`src/rtl/bcc_pkg.sv`:
```
// Package: shared constants and types for the banked capture controller.
// Assumes a 16-bit register bus; the command register format depends on it.
package bcc_pkg;
    localparam int REG_W = 16;

    localparam logic [2:0] A_CTRL  = 3'd0;
    localparam logic [2:0] A_CMD   = 3'd1;
    localparam logic [2:0] A_DATA0 = 3'd2;
    localparam logic [2:0] A_DATA2 = 3'd3;
    localparam logic [2:0] A_STAT  = 3'd4;

    localparam int CTRL_BANK_BIT = 0;
    localparam int CTRL_GIE_BIT  = 6;

    // Per-port command bits; packed order matches bits 2..0 of the register.
    typedef struct packed {
        logic dav_en;   // bit 2
        logic ext_sel;  // bit 1
        logic edge_en;  // bit 0
    } cmd_t;
endpackage

```
`src/rtl/bcc_edge_sync.sv`:
```
// Module: two-flop synchronizer followed by a rising-edge detector, W lanes.
// Assumes inputs are asynchronous levels; output pulses one cycle per rise.
module bcc_edge_sync #(
    parameter int W = 2
) (
    input  logic         clk,
    input  logic         rst_n,
    input  logic [W-1:0] async_in,
    output logic [W-1:0] rise
);
    logic [W-1:0] meta_q, sync_q, prev_q;

    // Synchronize and keep the previous synchronized level.
    always_ff @(posedge clk) begin
        if (!rst_n) begin
            meta_q <= '0;
            sync_q <= '0;
            prev_q <= '0;
        end else begin
            meta_q <= async_in;
            sync_q <= meta_q;
            prev_q <= sync_q;
        end
    end

    // Rising edge after synchronization.
    assign rise = sync_q & ~prev_q;
endmodule

```
`src/rtl/bcc_tick_gen.sv`:
```
// Module: internal capture tick, one pulse every TICK_DIV clock cycles.
// Assumes TICK_DIV >= 2.
module bcc_tick_gen #(
    parameter int TICK_DIV = 250
) (
    input  logic clk,
    input  logic rst_n,
    output logic tick
);
    localparam int CW = $clog2(TICK_DIV);
    localparam logic [CW-1:0] LAST = CW'(TICK_DIV - 1);

    logic [CW-1:0] cnt_q;

    // Free-running divider counter.
    always_ff @(posedge clk) begin
        if (!rst_n)          cnt_q <= '0;
        else if (cnt_q == LAST) cnt_q <= '0;
        else                 cnt_q <= cnt_q + 1'b1;
    end

    assign tick = (cnt_q == LAST);
endmodule

```
`src/rtl/bcc_capture_lane.sv`:
```
// Module: one input port: command bits, data latch, data-available marker,
// edge-pending flag and its interrupt request.
// Assumes strobe_rise / edge_rise are synchronized single-cycle pulses.
module bcc_capture_lane
    import bcc_pkg::*;
#(
    parameter int DATA_W = 16
) (
    input  logic              clk,
    input  logic              rst_n,
    input  logic              tick,
    input  logic              strobe_rise,
    input  logic              edge_rise,
    input  logic              cmd_we,
    input  cmd_t              cmd_wdata,
    input  logic              data_rd,
    input  logic              edge_clr,
    input  logic [DATA_W-1:0] din,
    output cmd_t              cmd,
    output logic [DATA_W-1:0] dout,
    output logic              dav,
    output logic              edge_pend,
    output logic              irq_req
);
    cmd_t              cmd_q;
    logic [DATA_W-1:0] data_q;
    logic              dav_q, edge_q;
    logic              switching, cap;

    // Internal-to-external selection change in this cycle.
    assign switching = cmd_we && cmd_wdata.ext_sel && !cmd_q.ext_sel;
    // Capture event from the selected source, dropped during a switch.
    assign cap = (cmd_q.ext_sel ? strobe_rise : tick) && !switching;

    // Command bits.
    always_ff @(posedge clk) begin
        if (!rst_n)      cmd_q <= '0;
        else if (cmd_we) cmd_q <= cmd_wdata;
    end

    // Data latch.
    always_ff @(posedge clk) begin
        if (!rst_n)   data_q <= '0;
        else if (cap) data_q <= din;
    end

    // Data-available marker: switch clears, capture sets, read clears.
    always_ff @(posedge clk) begin
        if (!rst_n)         dav_q <= 1'b0;
        else if (switching) dav_q <= 1'b0;
        else if (cap)       dav_q <= 1'b1;
        else if (data_rd)   dav_q <= 1'b0;
    end

    // Edge-pending flag: new edge wins over a clear.
    always_ff @(posedge clk) begin
        if (!rst_n)         edge_q <= 1'b0;
        else if (edge_rise) edge_q <= 1'b1;
        else if (edge_clr)  edge_q <= 1'b0;
    end

    // Requests; the data-available source is masked on the internal tick.
    assign irq_req = (dav_q && cmd_q.dav_en && cmd_q.ext_sel)
                   || (edge_q && cmd_q.edge_en);

    assign cmd       = cmd_q;
    assign dout      = data_q;
    assign dav       = dav_q;
    assign edge_pend = edge_q;


    ext_capture_sets_chk: assert property (@(posedge clk) disable iff (!rst_n)
        (cmd_q.ext_sel && strobe_rise && !switching) |=> dav_q);

    read_clears_chk: assert property (@(posedge clk) disable iff (!rst_n)
        (data_rd && !cap && !switching) |=> !dav_q);

    switch_clears_chk: assert property (@(posedge clk) disable iff (!rst_n)
        switching |=> !dav_q);

    edge_sets_chk: assert property (@(posedge clk) disable iff (!rst_n)
        edge_rise |=> edge_q);
endmodule

```
`src/rtl/banked_capture_ctrl.sv`:
```
// Module: top of the banked two-port capture controller. Decodes the register
// bus, routes the banked command address, and combines interrupt requests.
// Assumes one bus access per cycle; read side effects happen on bus_rd.
module banked_capture_ctrl
    import bcc_pkg::*;
#(
    parameter int DATA_W   = 16,
    parameter int ADDR_W   = 3,
    parameter int TICK_DIV = 250
) (
    input  logic              clk,
    input  logic              rst_n,
    input  logic [ADDR_W-1:0] bus_addr,
    input  logic              bus_wr,
    input  logic              bus_rd,
    input  logic [15:0]       bus_wdata,
    output logic [15:0]       bus_rdata,
    input  logic [DATA_W-1:0] p0_din,
    input  logic [DATA_W-1:0] p2_din,
    input  logic              p0_strobe,
    input  logic              p2_strobe,
    input  logic              p0_edge,
    input  logic              p2_edge,
    output logic              irq
);
    localparam int NP = 2;

    logic              bank_q, gie_q, tick;
    logic [2:0]        a3;
    logic [NP-1:0]     strobe_rise, edge_rise, cmd_we, data_rd, edge_clr;
    logic [NP-1:0]     dav, edge_pend, req;
    cmd_t              cmd   [NP];
    logic [DATA_W-1:0] din   [NP];
    logic [DATA_W-1:0] dout  [NP];
    logic              unused_wdata;

    assign a3           = 3'(bus_addr);
    assign unused_wdata = ^{bus_wdata[15:7], bus_wdata[5:4]};
    assign din[0]       = p0_din;
    assign din[1]       = p2_din;

    // Control register: bank select and global interrupt enable.
    always_ff @(posedge clk) begin
        if (!rst_n) begin
            bank_q <= 1'b0;
            gie_q  <= 1'b0;
        end else if (bus_wr && a3 == A_CTRL) begin
            bank_q <= bus_wdata[CTRL_BANK_BIT];
            gie_q  <= bus_wdata[CTRL_GIE_BIT];
        end
    end

    bcc_tick_gen #(.TICK_DIV(TICK_DIV)) u_tick (
        .clk(clk), .rst_n(rst_n), .tick(tick)
    );

    bcc_edge_sync #(.W(2 * NP)) u_sync (
        .clk(clk), .rst_n(rst_n),
        .async_in({p2_edge, p0_edge, p2_strobe, p0_strobe}),
        .rise({edge_rise, strobe_rise})
    );

    generate
        for (genvar i = 0; i < NP; i++) begin : g_lane
            // Per-lane decode of banked command write, data read and W1C clear.
            assign cmd_we[i]   = bus_wr && a3 == A_CMD && bank_q == i[0];
            assign data_rd[i]  = bus_rd && a3 == (A_DATA0 + 3'(i));
            assign edge_clr[i] = bus_wr && a3 == A_STAT && bus_wdata[2 + i];

            bcc_capture_lane #(.DATA_W(DATA_W)) u_lane (
                .clk(clk), .rst_n(rst_n), .tick(tick),
                .strobe_rise(strobe_rise[i]), .edge_rise(edge_rise[i]),
                .cmd_we(cmd_we[i]), .cmd_wdata(cmd_t'(bus_wdata[2:0])),
                .data_rd(data_rd[i]), .edge_clr(edge_clr[i]),
                .din(din[i]), .cmd(cmd[i]), .dout(dout[i]),
                .dav(dav[i]), .edge_pend(edge_pend[i]), .irq_req(req[i])
            );
        end
    endgenerate

    // Read data multiplexer.
    always_comb begin
        bus_rdata = '0;
        case (a3)
            A_CTRL: begin
                bus_rdata[CTRL_BANK_BIT] = bank_q;
                bus_rdata[CTRL_GIE_BIT]  = gie_q;
            end
            A_CMD:   bus_rdata = {13'h1FFF, cmd[bank_q]};
            A_DATA0: bus_rdata = 16'(dout[0]);
            A_DATA2: bus_rdata = 16'(dout[1]);
            A_STAT:  bus_rdata = {12'h000, edge_pend, dav};
            default: bus_rdata = '0;
        endcase
    end

    // Global gate on the combined request.
    assign irq = gie_q && (|req);


    global_gate_chk: assert property (@(posedge clk) disable iff (!rst_n)
        !gie_q |-> !irq);

    cmd_upper_ones_chk: assert property (@(posedge clk) disable iff (!rst_n)
        (a3 == A_CMD) |-> (bus_rdata[15:3] == 13'h1FFF));

    int_tick_mask_chk: assert property (@(posedge clk) disable iff (!rst_n)
        (!cmd[0].ext_sel && !cmd[1].ext_sel && !cmd[0].edge_en
         && !cmd[1].edge_en) |-> !irq);
endmodule

```
`config.mk`:
```
export PLATFORM = sky130hd
export DESIGN_NAME = banked_capture_ctrl
export DESIGN_NICKNAME = d
export VERILOG_FILES = /design/src/rtl/bcc_pkg.sv /design/src/rtl/bcc_edge_sync.sv /design/src/rtl/bcc_tick_gen.sv /design/src/rtl/bcc_capture_lane.sv /design/src/rtl/banked_capture_ctrl.sv
export SDC_FILE = /design/constraint.sdc
export NUM_CORES = 1
export LEC_CHECK = 0
export CORE_MARGIN = 8
export CORE_UTILIZATION = 40
export DETAILED_ROUTE_END_ITERATION = 8
export DONT_BUFFER_PORTS = 1
export PLACE_DENSITY = 0.62
export SYNTH_ARGS = -nofsm -noshare
export SYNTH_HDL_FRONTEND = slang
export SYNTH_SLANG_ARGS = --single-unit
```
`constraint.sdc`:
```
create_clock -name clk -period 1.5 [get_ports clk]
set_clock_uncertainty 0.2 [all_clocks]
set_input_delay 0.15 -clock clk [delete_from_list [all_inputs] [get_ports clk]]
set_output_delay 0.15 -clock clk [all_outputs]
set_load 0.01 [all_outputs]
```
## After elaboration in Yosys (flattened, before gate mapping)

Index checks and enable logic that the tools add are counted.

- Flip-flop bits (word level): 64
- Logic and storage cells: 84

- Muxes and demuxes: 17
- Add/subtract/negate cells: 1
- Reduce and logical (&&, ||, !) cells: 37
- Bitwise logic cells: 5
- Eq/ne operators: 5
- Magnitude comparators: 1

Operator list:

| kind | number |
|---|---|
| 9-bit case mux with 3 select lines | 1 |
| 1-bit logical AND | 22 |
| 5-bit case mux with 4 select lines | 1 |
| 1-bit 2-to-1 mux | 10 |
| 3-bit 2-to-1 mux | 3 |
| 8-bit by 1-bit adder with 8-bit output (second input constant) | 1 |
| 8-bit == test (second input constant) | 1 |
| 2-bit nonzero test | 4 |
| 2-bit OR reduction | 4 |
| 3-bit by 2-bit == test with 1-bit output (second input constant) | 2 |
| 1-bit case mux with 5 select lines | 1 |
| 4-bit bitwise AND | 1 |
| 1-bit logical NOT | 4 |
| 4-bit inverter | 1 |
| 1-bit case mux with 4 select lines | 1 |
| 3-bit by 1-bit == test with 1-bit output (second input constant) | 1 |
| 3-bit == test (second input constant) | 1 |
| 3-bit logical NOT | 1 |
| 2-bit >= comparator (second input constant) | 1 |
| 1-bit logical OR | 2 |
| 1-bit inverter | 2 |
| 1-bit inverter with 2-bit output | 1 |

## Longest topological paths before layout

- Depth after elaboration: 8
- Mapped depth: 7

## Modules after synthesis

A second synthesis with hierarchy kept.

- Cells, all modules: 340
- Area total of the unflattened synthesis: 3044.2 um2

Modules (own cells, without submodules):

| module | cells each | area each (um2) | instances | sequential area each (um2) |
|---|---|---|---|---|
| bcc_capture_lane | 90 | 865.8 | 2 | 420.4 |
| banked_capture_ctrl | 88 | 584.3 | 1 | 40.0 |
| bcc_tick_gen | 43 | 366.6 | 1 | 160.2 |
| bcc_edge_sync | 29 | 361.6 | 1 | 240.2 |

## Least setup slack after synthesis

No wires, ideal clock.

- Kind: reg-to-reg
- Start: register u_tick.cnt_q[1]
- End: register g_lane[1].u_lane.data_q[0]
- Slack: -0.126 ns
- Cell stages (with the launch flop): 8
- Data required time: 1.228 ns
- Data arrival time: 1.354 ns
- Path through: dfxtp_1 inv_1 ha_1 nand2_1 nor3_4 o211ai_4 buf_8 mux2i_1

- Longest elaborated chain between the ends: 3

Ends and longest elaborated chain:

| what | line | text |
|---|---|---|
| start: declaration | bcc_tick_gen.sv:13 | `logic [CW-1:0] cnt_q;` |
| start signal: assignment | bcc_tick_gen.sv:19 | `else cnt_q <= cnt_q + 1'b1;` |
| 8-bit == test | bcc_tick_gen.sv:22 | `assign tick = (cnt_q == LAST);` |
| 1-bit 2-to-1 mux | bcc_capture_lane.sv:33 | `assign cap = (cmd_q.ext_sel ? strobe_rise : tick) && !switching;` |
| 1-bit logical AND | bcc_capture_lane.sv:33 |  |
| end signal: assignment | bcc_capture_lane.sv:44 | `else if (cap) data_q <= din;` |
| end: declaration | bcc_capture_lane.sv:26 | `logic [DATA_W-1:0] data_q;` |

No other way between the ends.
A chain may end at the register's enable or synchronous reset.

## Worst setup path in the final report

- Start: register bank_q
- End: output port bus_rdata[2]

- Longest elaborated chain between the ends: 5

Ends and longest elaborated chain:

| what | line | text |
|---|---|---|
| start: declaration | banked_capture_ctrl.sv:28 | `logic bank_q, gie_q, tick;` |
| start signal: assignment | banked_capture_ctrl.sv:48 | `bank_q <= bus_wdata[CTRL_BANK_BIT];` |
| 1-bit inverter with 2-bit output (not written as such) | banked_capture_ctrl.sv:89 | `A_CMD: bus_rdata = {13'h1FFF, cmd[bank_q]};` |
| 3-bit 2-to-1 mux (not written as such) (3 in a row) | banked_capture_ctrl.sv:89 |  |
| 5-bit case mux with 4 select lines | banked_capture_ctrl.sv:84 | `case (a3)` |
| end: declaration | banked_capture_ctrl.sv:17 | `output logic [15:0] bus_rdata,` |

No other way between the ends. The select of a mux whose other input is x is not followed.

==> run_results.csv <==
group,metric,value,unit
status,status,"complete, but fails checks",
status,violations,"negative hold slack, negative setup slack",
logic_synthesis,synth_edf_count,0,
place,place_ws,-87.3,ps
critical_path,crit_path_end,"bus_rdata[2]",
place,gp_congestion,0.758,
clock_tree,ctsHtreeMaxLevel,3,
finish,nets,516,
finish,area_growth,54.7,%
floorplanning,num_rows,31,
floorplanning,initial_core_util,41.1,%
global_routing,antenna_found_initial,0,
sta,min_period,1650,ps
critical_path,slowest_delay,390,ps
floorplanning,io_pins,76,
global_routing,grt_pass1_vias,2921,
run,drv_cap,0,
detailed_routing,drc,0,
critical_path,critPathLaunchType,"flip-flop",
detailed_routing,drt_iter0_drc,113,
critical_path,worst_path_max_delay_cell,"dfxtp_4",
logic_synthesis,synth_seq_cells,64,
sta,rsz0062_at_grt,"true",
critical_path,crit_path_start,"bank_q$_SDFFE_PN0P_",
finish,final_layout_size_suffix_gt1_share,19.8,%
global_routing,grt_max_degree,43,
detailed_routing,postRouteAntennaNets,0,
floorplanning,fp.dieH,102,µm
critical_path,crit_cells,3,
sta,fin_crit_sh,110,%
sta,setup_viol,38,
finish,final_common_cell,"dlygate4sd3_1",
critical_path,r2r-end,"g_lane[0].u_lane.dout[6]$_SDFFE_PN0P_",
critical_path,end_kind,"output port",
floorplanning,die_w,102,µm
critical_path,crit_chain,"mux2_2 > a21oi_2 > o21ai_2",
sta,worstMarginPinSlew,389,ps
finish,antenna_cells,0,
clock_tree,cts_tree,"yes",
logic_synthesis,synthArstFlopShare,0,%
sta,final.setup.worst_slack,-149,ps
clock_tree,cts_buffers,9,
detailed_routing,wl_per_cell,15.8,µm
logic_synthesis,synthFlopType,"dfxtp_1",
critical_path,timing.rr.start,"u_tick.cnt_q[1]$_SDFF_PP0_",
power_and_ir_drop,p_total,3560,µW
logic_synthesis,ys_types,43,
sta,slew_headroom,74.0,%
detailed_routing,wirelength,8840,µm
clock_tree,clk_latency,330,ps
critical_path,crit_family,"flip-flops",
critical_path,crit_required,1150,ps
critical_path,path_class,"flip-flop to output port",
power_and_ir_drop,power_leakage,0.00192,µW
logic_synthesis,yosysWarnings,0,
logic_synthesis,synthCells,341,
detailed_routing,viasPerCell,4.98,
global_routing,grt_pass1_wl,14400,µm
global_routing,overflow,0,
place,port_buffers,0,
logic_synthesis,avgSynthCellArea,8.70,µm²
logic_synthesis,syn-num-nets,402,
critical_path,reg2reg_slack,-140,ps
floorplanning,coreArea,7210,µm²
logic_synthesis,netlist_area,2970,µm²
clock_tree,cts.sinks,64,
detailed_routing,vias,2786,
sta,hold_viol_final,2,
critical_path,cp.arrival,1300,ps
clock_tree,cts_root_buf,"clkbuf_8",
critical_path,cp_num_buf_inv,0,
min_path,hp-class,"input pin to flip-flop",
critical_path,critPathMaxFanout,5,
power_and_ir_drop,cellPowerDensity,776,nW/µm²
clock_tree,clkTransAtPathRegs,70,ps
global_routing,grt_usage,17.7,%
floorplanning,dieArea,10400,µm²
finish,final_cell_mix,"dlygate4sd3_1 (96), nand2_1 (85), dfxtp_1 (50), mux2i_1 (38), buf_4 (21)",
critical_path,reg2regPathDepth,7,
logic_synthesis,yosysSeqAreaShare,43.2,%
place,post-dp-hpwl,4830,µm
sta,slew_violations,0,
clock_tree,cts.path.max_buffers,2,
sta,holdWs,-97.7,ps
detailed_routing,first_pass_iters,4,
sta,fmax,0.606,GHz
power_and_ir_drop,peakVddDrop,0.499,mV
finish,fill_cells,602,
flip-flops by register name (all words and copies together) (netlist names):
| signal | count |
|---|---|
| g_lane.u_lane.dout | 32 |
| u_tick.cnt_q | 8 |
| g_lane.u_lane.cmd | 6 |
| u_sync.meta_q | 4 |
| u_sync.prev_q | 4 |
| u_sync.sync_q | 4 |
| g_lane.u_lane.dav | 2 |
| g_lane.u_lane.edge_pend | 2 |
| bank_q | 1 |
| gie_q | 1 |
timing repair:
action | 4_1_cts | 5_1_grt
pin swaps | 12 | 5
buffers inserted | 4 | 1
hold buffers | 96 | 4
gates resized for setup | 33 | 15
gates cloned | 2 | 0
setup endpoints to repair | 50 | 54
hold endpoints to repair | 64 | 4
worst min path at each step:
stage                start                     endpoint  slack (ps)  depth (start not counted)
6_report       bus_addr[0]           gie_q$_SDFFE_PN0P_        -100                          3
3_5_place_dp       p2_edge  u_sync.meta_q[3]$_SDFF_PN0_          80                          1
5_1_grt        bus_addr[0]          bank_q$_SDFFE_PN0P_         -80                          3
4_1_cts        bus_addr[0]           gie_q$_SDFFE_PN0P_        -120                          3
3_3_place_gp     p2_strobe  u_sync.meta_q[1]$_SDFF_PN0_          80                          1
2_1_floorplan    p0_strobe  u_sync.meta_q[0]$_SDFF_PN0_          80                          1
power by group:
| part | internal, µW | switching (µW) | leakage (µW) | total, µW |
|---|---|---|---|---|
| clock | 735 | 645 | 0.0000927 | 1380 |
| combinational | 261 | 166 | 0.00130 | 428 |
| sequential | 1730 | 20.8 | 0.000526 | 1750 |
logic make-up after synthesis:
logic type,Yosys count,synth area share [%]
simple gates,148,24.1
buf+inv,27,4.51
compound gates,52,11.3
fa+ha+maj,2,0.844
flops,64,43.2
mux,42,14.3
xor+xnor,6,1.77
stage by stage:
stage	hold slack (ps)	instances	area, µm²	util [%]	setup TNS, ps
floorplan	77.3	341	2990	-	-1720
global placement	80.3	439	3180	44.0	-2390
detailed placement	80.3	439	3180	44.0	-3180
CTS	-115	556	4520	62.6	-3170
global route	-80.6	559	4590	63.6	-6230
finish	-97.7	559	4590	63.6	-3970
tightest hold or removal path: cells and delay by family:
| kind | cells | cell delay, ps |
|---|---|---|
| compound gates | 1 | 140 |
| simple gates | 2 | 90 |
cells in the mapped netlist, types with 2 or more instances:
| master | instances | share of area, % |
|---|---|---|
| o221a_1 | 2 | 0.76 |
| o21ai_1 | 3 | 0.51 |
| nand3_1 | 8 | 1.4 |
| a21oi_1 | 20 | 3.4 |
| mux2i_1 | 38 | 13 |
| nor2_1 | 17 | 2.2 |
| xor2_1 | 2 | 0.59 |
| dfxtp_1 | 64 | 43 |
| buf_2 | 2 | 0.34 |
| and2_1 | 13 | 2.7 |
| nand2_1 | 87 | 11 |
| a21boi_1 | 2 | 0.51 |
| inv_1 | 6 | 0.76 |
| a22oi_1 | 2 | 0.51 |
| buf_8 | 2 | 1.0 |
| mux2_2 | 3 | 1.1 |
| xnor2_1 | 4 | 1.2 |
| clkbuf_1 | 16 | 2.0 |
| ha_1 | 2 | 0.84 |
| o21ai_0 | 14 | 2.4 |
| nor2b_1 | 11 | 2.3 |
| o211ai_4 | 2 | 1.4 |
layer usage:
metal	vias up	wire length (µm)	global-route usage [%]
li1	1373	-	-
met1	1334	3900	21.6
met2	62	4350	29.8
met3	17	454	4.36
met4	0	140	5.98
met5	-	0	0
layout make-up:
| type | instances | area (µm²) | share of cell area (%) |
|---|---|---|---|
| flip-flops and latches | 64 | 1300 | 28.4 |
| repair buffers | 124 | 1260 | 27.5 |
| multi-input cells | 250 | 1690 | 36.9 |
| clock inverters | 2 | 12.5 | 0.273 |
| inverters | 6 | 22.5 | 0.491 |
| well taps | 99 | 124 | 2.70 |
| clock buffers | 14 | 173 | 3.76 |
Power figures use the tool's default switching activity.
